===== config.mk =====
export PLATFORM = sky130hd
export DESIGN_NAME = barrel_core
export DESIGN_NICKNAME = d
export VERILOG_FILES = /design/src/rtl/bc_pkg.sv /design/src/rtl/bc_decode.sv /design/src/rtl/bc_regbank.sv /design/src/rtl/bc_exec.sv /design/src/rtl/barrel_core.sv
export SDC_FILE = /design/constraint.sdc
export NUM_CORES = 2
export LEC_CHECK = 0
export CORE_MARGIN = 2
export CORE_UTILIZATION = 48
export CTS_BUF_LIST = sky130_fd_sc_hd__clkbuf_4 sky130_fd_sc_hd__clkbuf_8 sky130_fd_sc_hd__clkbuf_16
export DETAILED_ROUTE_END_ITERATION = 7
export HOLD_SLACK_MARGIN = 0.06
export MAX_ROUTING_LAYER = met4
export PLACE_DENSITY = 0.71
export SLEW_MARGIN = 20
export SYNTH_ARGS = -nofsm -noshare
export SYNTH_HDL_FRONTEND = slang
export SYNTH_HIERARCHICAL = 1
export SYNTH_SLANG_ARGS = --single-unit

===== constraint.sdc =====
create_clock -name clk -period 10.92 [get_ports clk]
set_input_delay 1.638 -clock clk [delete_from_list [all_inputs] [get_ports clk]]
set_output_delay 1.638 -clock clk [all_outputs]
set_load 0.005 [all_outputs]

===== src/rtl/bc_pkg.sv =====
// Shared opcode and decoded-instruction types for the barrel core.
// Assumes a fixed 32-bit instruction word with 3-bit register fields.
package bc_pkg;
    localparam int ILEN = 32;
    localparam int RIW  = 3;
    localparam int IMMW = 19;

    typedef enum logic [3:0] {
        OP_NOP   = 4'd0,
        OP_ADD   = 4'd1,
        OP_SUB   = 4'd2,
        OP_AND   = 4'd3,
        OP_OR    = 4'd4,
        OP_XOR   = 4'd5,
        OP_ADDI  = 4'd6,
        OP_MULLO = 4'd7,
        OP_MULHI = 4'd8,
        OP_LW    = 4'd9,
        OP_SW    = 4'd10,
        OP_BEQ   = 4'd11,
        OP_BNE   = 4'd12,
        OP_HALT  = 4'd15
    } op_e;

    typedef struct packed {
        op_e             op;
        logic [RIW-1:0]  rd;
        logic [RIW-1:0]  rs1;
        logic [RIW-1:0]  rs2;
        logic [IMMW-1:0] imm;
    } dec_t;
endpackage


===== src/rtl/bc_decode.sv =====
// Splits a raw instruction word into its fields.
// Assumes unknown opcodes are handled as no-ops downstream.
module bc_decode
    import bc_pkg::*;
(
    input  logic [ILEN-1:0] instr,
    output dec_t            dec
);
    // field extraction
    always_comb begin
        dec.op  = op_e'(instr[31:28]);
        dec.rd  = instr[27:25];
        dec.rs1 = instr[24:22];
        dec.rs2 = instr[21:19];
        dec.imm = instr[IMMW-1:0];
    end
endmodule


===== src/rtl/bc_regbank.sv =====
// Banked register store: one bank of NREG words per thread, two read
// ports for the executing thread and one write port for writeback.
// Assumes register 0 and indices at or above NREG read as zero.
module bc_regbank
    import bc_pkg::*;
#(
    parameter int NTHR = 3,
    parameter int NREG = 8,
    parameter int XLEN = 32,
    parameter int TIDW = 2
) (
    input  logic            clk,
    input  logic            rst_n,
    input  logic [TIDW-1:0] rd_tid,
    input  logic [RIW-1:0]  ra_idx,
    input  logic [RIW-1:0]  rb_idx,
    output logic [XLEN-1:0] ra_data,
    output logic [XLEN-1:0] rb_data,
    input  logic            we,
    input  logic [TIDW-1:0] wr_tid,
    input  logic [RIW-1:0]  wr_idx,
    input  logic [XLEN-1:0] wr_data
);
    logic [XLEN-1:0] mem [NTHR][NREG];

    // writeback into the owning thread's bank, dropping r0 and absent registers
    always_ff @(posedge clk) begin
        if (!rst_n) begin
            for (int t = 0; t < NTHR; t++)
                for (int r = 0; r < NREG; r++)
                    mem[t][r] <= '0;
        end else if (we && wr_idx != '0 && int'(wr_idx) < NREG && int'(wr_tid) < NTHR) begin
            mem[wr_tid][wr_idx] <= wr_data;
        end
    end

    // operand read for the thread in execute
    always_comb begin
        ra_data = '0;
        rb_data = '0;
        if (ra_idx != '0 && int'(ra_idx) < NREG && int'(rd_tid) < NTHR)
            ra_data = mem[rd_tid][ra_idx];
        if (rb_idx != '0 && int'(rb_idx) < NREG && int'(rd_tid) < NTHR)
            rb_data = mem[rd_tid][rb_idx];
    end
endmodule


===== src/rtl/bc_exec.sv =====
// Combinational execute unit: ALU, split multiply, address and branch.
// Assumes load data returns in the same cycle as the address.
module bc_exec
    import bc_pkg::*;
#(
    parameter int XLEN = 32,
    parameter int IAW  = 8,
    parameter int DAW  = 8
) (
    input  dec_t            dec,
    input  logic [XLEN-1:0] a,
    input  logic [XLEN-1:0] b,
    input  logic [IAW-1:0]  pc,
    input  logic [XLEN-1:0] ld_data,
    output logic [XLEN-1:0] result,
    output logic            rf_we,
    output logic            mem_we,
    output logic [DAW-1:0]  mem_addr,
    output logic            br_taken,
    output logic [IAW-1:0]  br_target
);
    logic [XLEN-1:0]   simm;
    logic [2*XLEN-1:0] prod;

    assign simm      = {{(XLEN-IMMW){dec.imm[IMMW-1]}}, dec.imm};
    assign prod      = {{XLEN{1'b0}}, a} * {{XLEN{1'b0}}, b};
    assign mem_addr  = DAW'(a + simm);
    assign br_target = pc + IAW'(dec.imm);

    // operation select
    always_comb begin
        result   = '0;
        rf_we    = 1'b1;
        mem_we   = 1'b0;
        br_taken = 1'b0;
        case (dec.op)
            OP_ADD:   result = a + b;
            OP_SUB:   result = a - b;
            OP_AND:   result = a & b;
            OP_OR:    result = a | b;
            OP_XOR:   result = a ^ b;
            OP_ADDI:  result = a + simm;
            OP_MULLO: result = prod[XLEN-1:0];
            OP_MULHI: result = prod[2*XLEN-1:XLEN];
            OP_LW:    result = ld_data;
            OP_SW:    begin rf_we = 1'b0; mem_we = 1'b1; end
            OP_BEQ:   begin rf_we = 1'b0; br_taken = (a == b); end
            OP_BNE:   begin rf_we = 1'b0; br_taken = (a != b); end
            default:  rf_we = 1'b0;
        endcase
    end
endmodule


===== src/rtl/barrel_core.sv =====
// Three-stage fine-grained multithreaded core. Fetch/decode picks the
// next thread each cycle; execute reads that thread's bank, runs the
// ALU and data access and resolves branches; writeback updates the bank.
// Assumes at least two threads rotate, so no hazard logic is needed.
module barrel_core
    import bc_pkg::*;
#(
    parameter int NTHR   = 3,
    parameter int NREG   = 8,
    parameter int XLEN   = 32,
    parameter int IAW    = 8,
    parameter int DAW    = 8,
    parameter int STRIDE = 16,
    localparam int TIDW  = (NTHR > 1) ? $clog2(NTHR) : 1,
    localparam int TCW   = $clog2(NTHR + 1)
) (
    input  logic            clk,
    input  logic            rst_n,
    input  logic [TCW-1:0]  thr_count,
    output logic [IAW-1:0]  imem_addr,
    output logic [TIDW-1:0] imem_tid,
    input  logic [ILEN-1:0] imem_rdata,
    output logic [DAW-1:0]  dmem_addr,
    output logic            dmem_we,
    output logic [XLEN-1:0] dmem_wdata,
    input  logic [XLEN-1:0] dmem_rdata,
    output logic [NTHR-1:0] halted,
    output logic            done
);
    logic [TCW-1:0]  eff_cnt;
    logic [TIDW-1:0] cur_tid, nxt_tid;
    logic [IAW-1:0]  pc_q [NTHR];
    logic [NTHR-1:0] halted_q;
    logic            ran_q;
    dec_t            f_dec;
    logic            f_live;

    logic            fe_valid;
    dec_t            fe_dec;
    logic [TIDW-1:0] fe_tid;
    logic [IAW-1:0]  fe_pc;

    logic [XLEN-1:0] ex_a, ex_b, ex_res;
    logic            ex_rfwe, ex_mwe, ex_taken;
    logic [IAW-1:0]  ex_target;

    logic            wb_valid;
    logic [TIDW-1:0] wb_tid;
    logic [RIW-1:0]  wb_rd;
    logic [XLEN-1:0] wb_val;

    // clamp the configured thread count to 2..NTHR
    assign eff_cnt = (thr_count < TCW'(2)) ? TCW'(2) :
                     ((thr_count > TCW'(NTHR)) ? TCW'(NTHR) : thr_count);
    // next slot in the rotation
    assign nxt_tid = (TCW'(cur_tid) + TCW'(1) >= eff_cnt) ? '0 : cur_tid + TIDW'(1);

    assign imem_tid  = cur_tid;
    assign imem_addr = pc_q[cur_tid];
    assign f_live    = !halted_q[cur_tid];
    assign halted    = halted_q;

    bc_decode u_dec (.instr(imem_rdata), .dec(f_dec));

    // thread rotation and reset marker
    always_ff @(posedge clk) begin
        if (!rst_n) begin
            cur_tid <= '0;
            ran_q   <= 1'b0;
        end else begin
            cur_tid <= nxt_tid;
            ran_q   <= 1'b1;
        end
    end

    // per-thread PC and halt state; fetch advance, then branch redirect
    always_ff @(posedge clk) begin
        if (!rst_n) begin
            for (int i = 0; i < NTHR; i++) pc_q[i] <= IAW'(i * STRIDE);
            halted_q <= '0;
        end else begin
            if (f_live && f_dec.op == OP_HALT) halted_q[cur_tid] <= 1'b1;
            else if (f_live) pc_q[cur_tid] <= pc_q[cur_tid] + IAW'(1);
            if (fe_valid && ex_taken) pc_q[fe_tid] <= ex_target;
        end
    end

    // fetch/decode to execute register
    always_ff @(posedge clk) begin
        if (!rst_n) begin
            fe_valid <= 1'b0;
            fe_dec   <= '0;
            fe_tid   <= '0;
            fe_pc    <= '0;
        end else begin
            fe_valid <= f_live && f_dec.op != OP_HALT;
            fe_dec   <= f_dec;
            fe_tid   <= cur_tid;
            fe_pc    <= pc_q[cur_tid];
        end
    end

    bc_regbank #(.NTHR(NTHR), .NREG(NREG), .XLEN(XLEN), .TIDW(TIDW)) u_rf (
        .clk(clk), .rst_n(rst_n),
        .rd_tid(fe_tid), .ra_idx(fe_dec.rs1), .rb_idx(fe_dec.rs2),
        .ra_data(ex_a), .rb_data(ex_b),
        .we(wb_valid), .wr_tid(wb_tid), .wr_idx(wb_rd), .wr_data(wb_val)
    );

    bc_exec #(.XLEN(XLEN), .IAW(IAW), .DAW(DAW)) u_ex (
        .dec(fe_dec), .a(ex_a), .b(ex_b), .pc(fe_pc), .ld_data(dmem_rdata),
        .result(ex_res), .rf_we(ex_rfwe), .mem_we(ex_mwe), .mem_addr(dmem_addr),
        .br_taken(ex_taken), .br_target(ex_target)
    );

    assign dmem_we    = fe_valid && ex_mwe;
    assign dmem_wdata = ex_b;

    // execute to writeback register
    always_ff @(posedge clk) begin
        if (!rst_n) begin
            wb_valid <= 1'b0;
            wb_tid   <= '0;
            wb_rd    <= '0;
            wb_val   <= '0;
        end else begin
            wb_valid <= fe_valid && ex_rfwe;
            wb_tid   <= fe_tid;
            wb_rd    <= fe_dec.rd;
            wb_val   <= ex_res;
        end
    end

    // completion: every active thread halted
    always_comb begin
        done = 1'b1;
        for (int i = 0; i < NTHR; i++)
            if (i < int'(eff_cnt) && !halted_q[i]) done = 1'b0;
    end

    AST_TID_ROTATES: assert property (@(posedge clk) disable iff (!rst_n)
        ran_q |-> cur_tid != $past(cur_tid)) else $error("same thread twice");
    AST_TID_IN_RANGE: assert property (@(posedge clk) disable iff (!rst_n)
        ran_q |-> TCW'(cur_tid) < eff_cnt) else $error("inactive thread fetched");
    AST_HALT_STICKY: assert property (@(posedge clk) disable iff (!rst_n)
        ran_q |-> (($past(halted_q) & ~halted_q) == '0)) else $error("halt cleared");
    AST_BR_OTHER_THREAD: assert property (@(posedge clk) disable iff (!rst_n)
        (fe_valid && ex_taken) |-> fe_tid != cur_tid) else $error("branch races own fetch");
    AST_WB_BANK_FREE: assert property (@(posedge clk) disable iff (!rst_n)
        (wb_valid && ran_q) |-> wb_tid != fe_tid) else $error("writeback hits executing bank");
endmodule


==> metrics.log <==
INFO  metric cts_htree_levels = 3
INFO  metric synth.top_cells.by_area = edfxtp_1, fa_1, mux4_2, ha_1, nor2_1
INFO  metric grt_first_pass_wirelength = 531,000 µm
INFO  metric drt-vias-per-instance = 6.29
INFO  metric finalHoldWorstSlack = 0.453 ns
INFO  metric slowest_delay = 0.84 ns
INFO  metric cp-startpoint = fe_dec[20]
INFO  metric syn-cell-area = 92,000 µm²
INFO  metric synth.avg_cell_area = 11.6 µm²
INFO  metric antenna_found_initial = 21
INFO  metric leakagePower = 0.0426 µW
INFO  metric tritoncts = done
INFO  metric die-height = 442 µm
INFO  metric timing.setup.critical_path_class = register to register
INFO  metric die_area = 195,000 µm²
INFO  metric critPathCapture = wb_val[24]
INFO  metric finish.utilization = 55.3%
INFO  metric required = 11.53 ns
INFO  metric setup-violations-final = 0
INFO  metric grt_pass1_vias = 73,200
INFO  metric use_met1 = 47.3%
INFO  metric globalplace.congestion = 1.06
INFO  metric insertion_delay = 0.75 ns
INFO  metric r2r-start = fe_dec[20]
INFO  metric cp_endpoint_kind = register
INFO  metric critical-path-top-cell-by-count = fa_1
INFO  metric design_power_total = 37,700 µW
INFO  metric pre_cts_slack = -0.354 ns
INFO  metric layout-drive-gt1-share = 17.3%
INFO  metric synth.ff_latch_count = 1,142
INFO  metric reg2reg_setup_slack = 0.13 ns
INFO  metric ioPinCount = 123
INFO  metric crit_slowest_cell = a2111oi_2
INFO  metric final_nets = 9,968
INFO  metric fmax = 92.7 MHz
INFO  metric fin_crit = 10.79 ns
INFO  metric maxCapViolations = 0
INFO  metric power_density = 358 nW/µm²
INFO  metric number_of_cts_inserted_buffers = 105
INFO  metric critical_path_arrival = 11.40 ns
INFO  metric setup.worst_path.start_class = register
INFO  metric clk_pin_slew = 0.08 ns
INFO  metric ant_nets = 0
INFO  metric groute.layer.met3.usage = 9.10%
INFO  metric ir_worst_vdd = 0.000792 V
INFO  metric postRouteWirelength = 375,000 µm
INFO  metric holdCritPathClass = register to register
INFO  metric numPortBuffers = 122
INFO  metric layout_common_cells = nor2_1, edfxtp_1, inv_1
INFO  metric cts_sinks = 1,142
INFO  metric total_global_routing_track_utilization = 39.4%
INFO  metric timing.final.crit_share = 98.8%
INFO  metric dp_hpwl = 271,000 µm
INFO  metric post-synth-top-area-fraction = 34.4%
INFO  metric max_slew_vio_count = 0
INFO  metric timing_hold_violations_final = 0
INFO  metric core_area = 190,000 µm²
INFO  metric postLayoutCellArea = 105,000 µm²
INFO  metric finalWorstSetupSlack = 0.133 ns
INFO  metric dominant_synthesized_flop_cell = edfxtp_1
INFO  metric drtIter0Drc = 9,455
INFO  metric fp-row-count = 160
INFO  metric outcome = finished clean
INFO  metric yosys_warns = 6
INFO  metric detail_route.drc_violations = 0
INFO  metric syn-instance-count = 7,949
INFO  metric reg2reg_depth = 31
INFO  metric cts_root_buffer = clkbuf_16
INFO  metric clk_path_buf_depth = 3
INFO  metric seq_area_frac_synth = 36.3%
INFO  metric initial_core_util = 48.3%
INFO  metric globalRoute.totalOverflow = 0
INFO  metric worst-slew-pin-transition = 1.35 ns
INFO  metric top_usage_layer = met2
INFO  metric drtPass1Iterations = 6
INFO  metric final_common_cell = nor2_1
INFO  metric yosysTopAreaCell = edfxtp_1
INFO  metric clock_skew = 0.0451 ns
INFO  metric synth-async-reset-ratio = 0%
INFO  metric use_met2 = 60.2%
INFO  metric synth_edf_count = 1,056
INFO  metric die_width = 442 µm
INFO  metric r2r-end = wb_val[24]
INFO  metric wl_per_cell = 33.4 µm
INFO  metric timing.critical_path.fanout_max = 14
INFO  metric postPlaceCellArea = 101,000 µm²
INFO  metric area_growth = 14.3%
INFO  metric vias = 70,700
INFO  metric maximum_number_of_pins_on_one_net_before_global_route_repair = 55
INFO  metric synth_cell_type_count = 103
INFO  metric timing.slew.headroom = 9.40%
per-stage QoR:
step | TNS, ns | cells
after floorplan | 0 | 8300
after global placement | -0.544 | 11000
after global routing | -0.0353 | 11200
after CTS | 0 | 11200
after detailed placement | -0.370 | 11000
final | 0 | 11200
cell usage after synthesis (17+ instances only):
| cell type | instances |
|---|---|
| a2111oi_0 | 50 |
| a211oi_1 | 26 |
| a21o_1 | 61 |
| a21oi_1 | 236 |
| a221o_1 | 56 |
| a221oi_1 | 24 |
| a22oi_1 | 35 |
| a31oi_1 | 17 |
| and2_1 | 92 |
| and3_1 | 24 |
| buf_1 | 50 |
| buf_2 | 64 |
| buf_4 | 79 |
| clkbuf_1 | 361 |
| clkinv_1 | 17 |
| dfxtp_1 | 86 |
| edfxtp_1 | 1056 |
| fa_1 | 899 |
| ha_1 | 404 |
| inv_1 | 1008 |
| mux2_2 | 50 |
| mux2i_1 | 118 |
| mux4_2 | 462 |
| nand2_1 | 645 |
| nand2b_1 | 24 |
| nand3_1 | 50 |
| nand3b_1 | 17 |
| nand4_1 | 35 |
| nor2_1 | 1175 |
| nor2b_1 | 22 |
| nor3_1 | 55 |
| o2111ai_1 | 19 |
| o211ai_1 | 38 |
| o21ai_0 | 136 |
| o21bai_1 | 27 |
| o221ai_1 | 18 |
| o22ai_1 | 74 |
| o31ai_1 | 23 |
| xnor2_1 | 61 |
| xor2_1 | 43 |
power by group:
group	internal (µW)	switching [µW]
sequential	4990	165
combinational	11800	16800
clock	2180	1710
how the worst min path moves through the flow:
stage,startpoint,end,slack [ns],cells past startpoint
after floorplan,fe_dec[25],wb_rd[0],0.41,1
after global placement,fe_dec[27],wb_rd[2],0.43,1
after detailed placement,fe_dec[27],wb_rd[2],0.43,1
after CTS,fe_dec[27],wb_rd[2],0.46,1
after global routing,fe_dec[27],wb_rd[2],0.47,1
final,fe_dec[27],wb_rd[2],0.45,1
area by class of cell:
class,instances,area (µm²)
clock buffer,123,2790
sequential,1142,33500
inverter,1026,3880
timing repair buffer,760,6870
antenna,34,85.1
tap,2511,3140
clock inverter,76,816
fill,16000,85200
multi-input combinational,5562,54200
layer usage:
metal | wire [µm] | vias up | part of all wire, %
met2 | 171000 | 4940 | 45
li1 | - | 28400 | -
met1 | 132000 | 36000 | 35
met4 | 31100 | 0 | 8.3
met5 | 0 | - | 0
met3 | 41900 | 1318 | 11
critical path: cells and delay by family (launching register included):
family | cells | cell delay, ns
AOI/OAI and AO/OA | 7 | 2.06
adders and majority gates | 10 | 4.85
buffers and inverters | 6 | 1.24
DFF | 1 | 0.64
and+or+nand+nor | 7 | 1.54
muxes | 1 | 0.26
cell families (layout without fill, tap and decap cells):
kind of cell	count (synthesis)	after routing	share of synthesized area (%)
AO/OA/AOI/OAI	970	970	7.32
XOR/XNOR	105	105	1.01
adder cells (fa/ha/maj)	1303	1303	25.0
buffers and inverters	1596	1985	7.05
flip-flops	1142	1142	36.3
multiplexers	634	634	13.3
other	1	386	0.00407
AND/OR/NAND/NOR	2198	2198	9.94
sequential cells by signal (all words and copies together), names as in the netlist:
| register | cells |
|---|---|
| imem_tid | 2 |
| u_rf/mem | 1024 |
| fe_valid | 1 |
| fe_pc | 8 |
| wb_val | 32 |
| wb_tid | 2 |
| halted | 3 |
| wb_valid | 1 |
| fe_tid | 2 |
| wb_rd | 3 |
| pc_q | 32 |
| fe_dec | 32 |
timing repair:
action	4_1_cts	5_1_grt
cloned	0	1
setup buffers	7	11
gates resized for setup	5	13
pin swaps	0	1
setup endpoints to repair	4	6
hold buffers	0	0
Power figures use the tool's default switching activity.
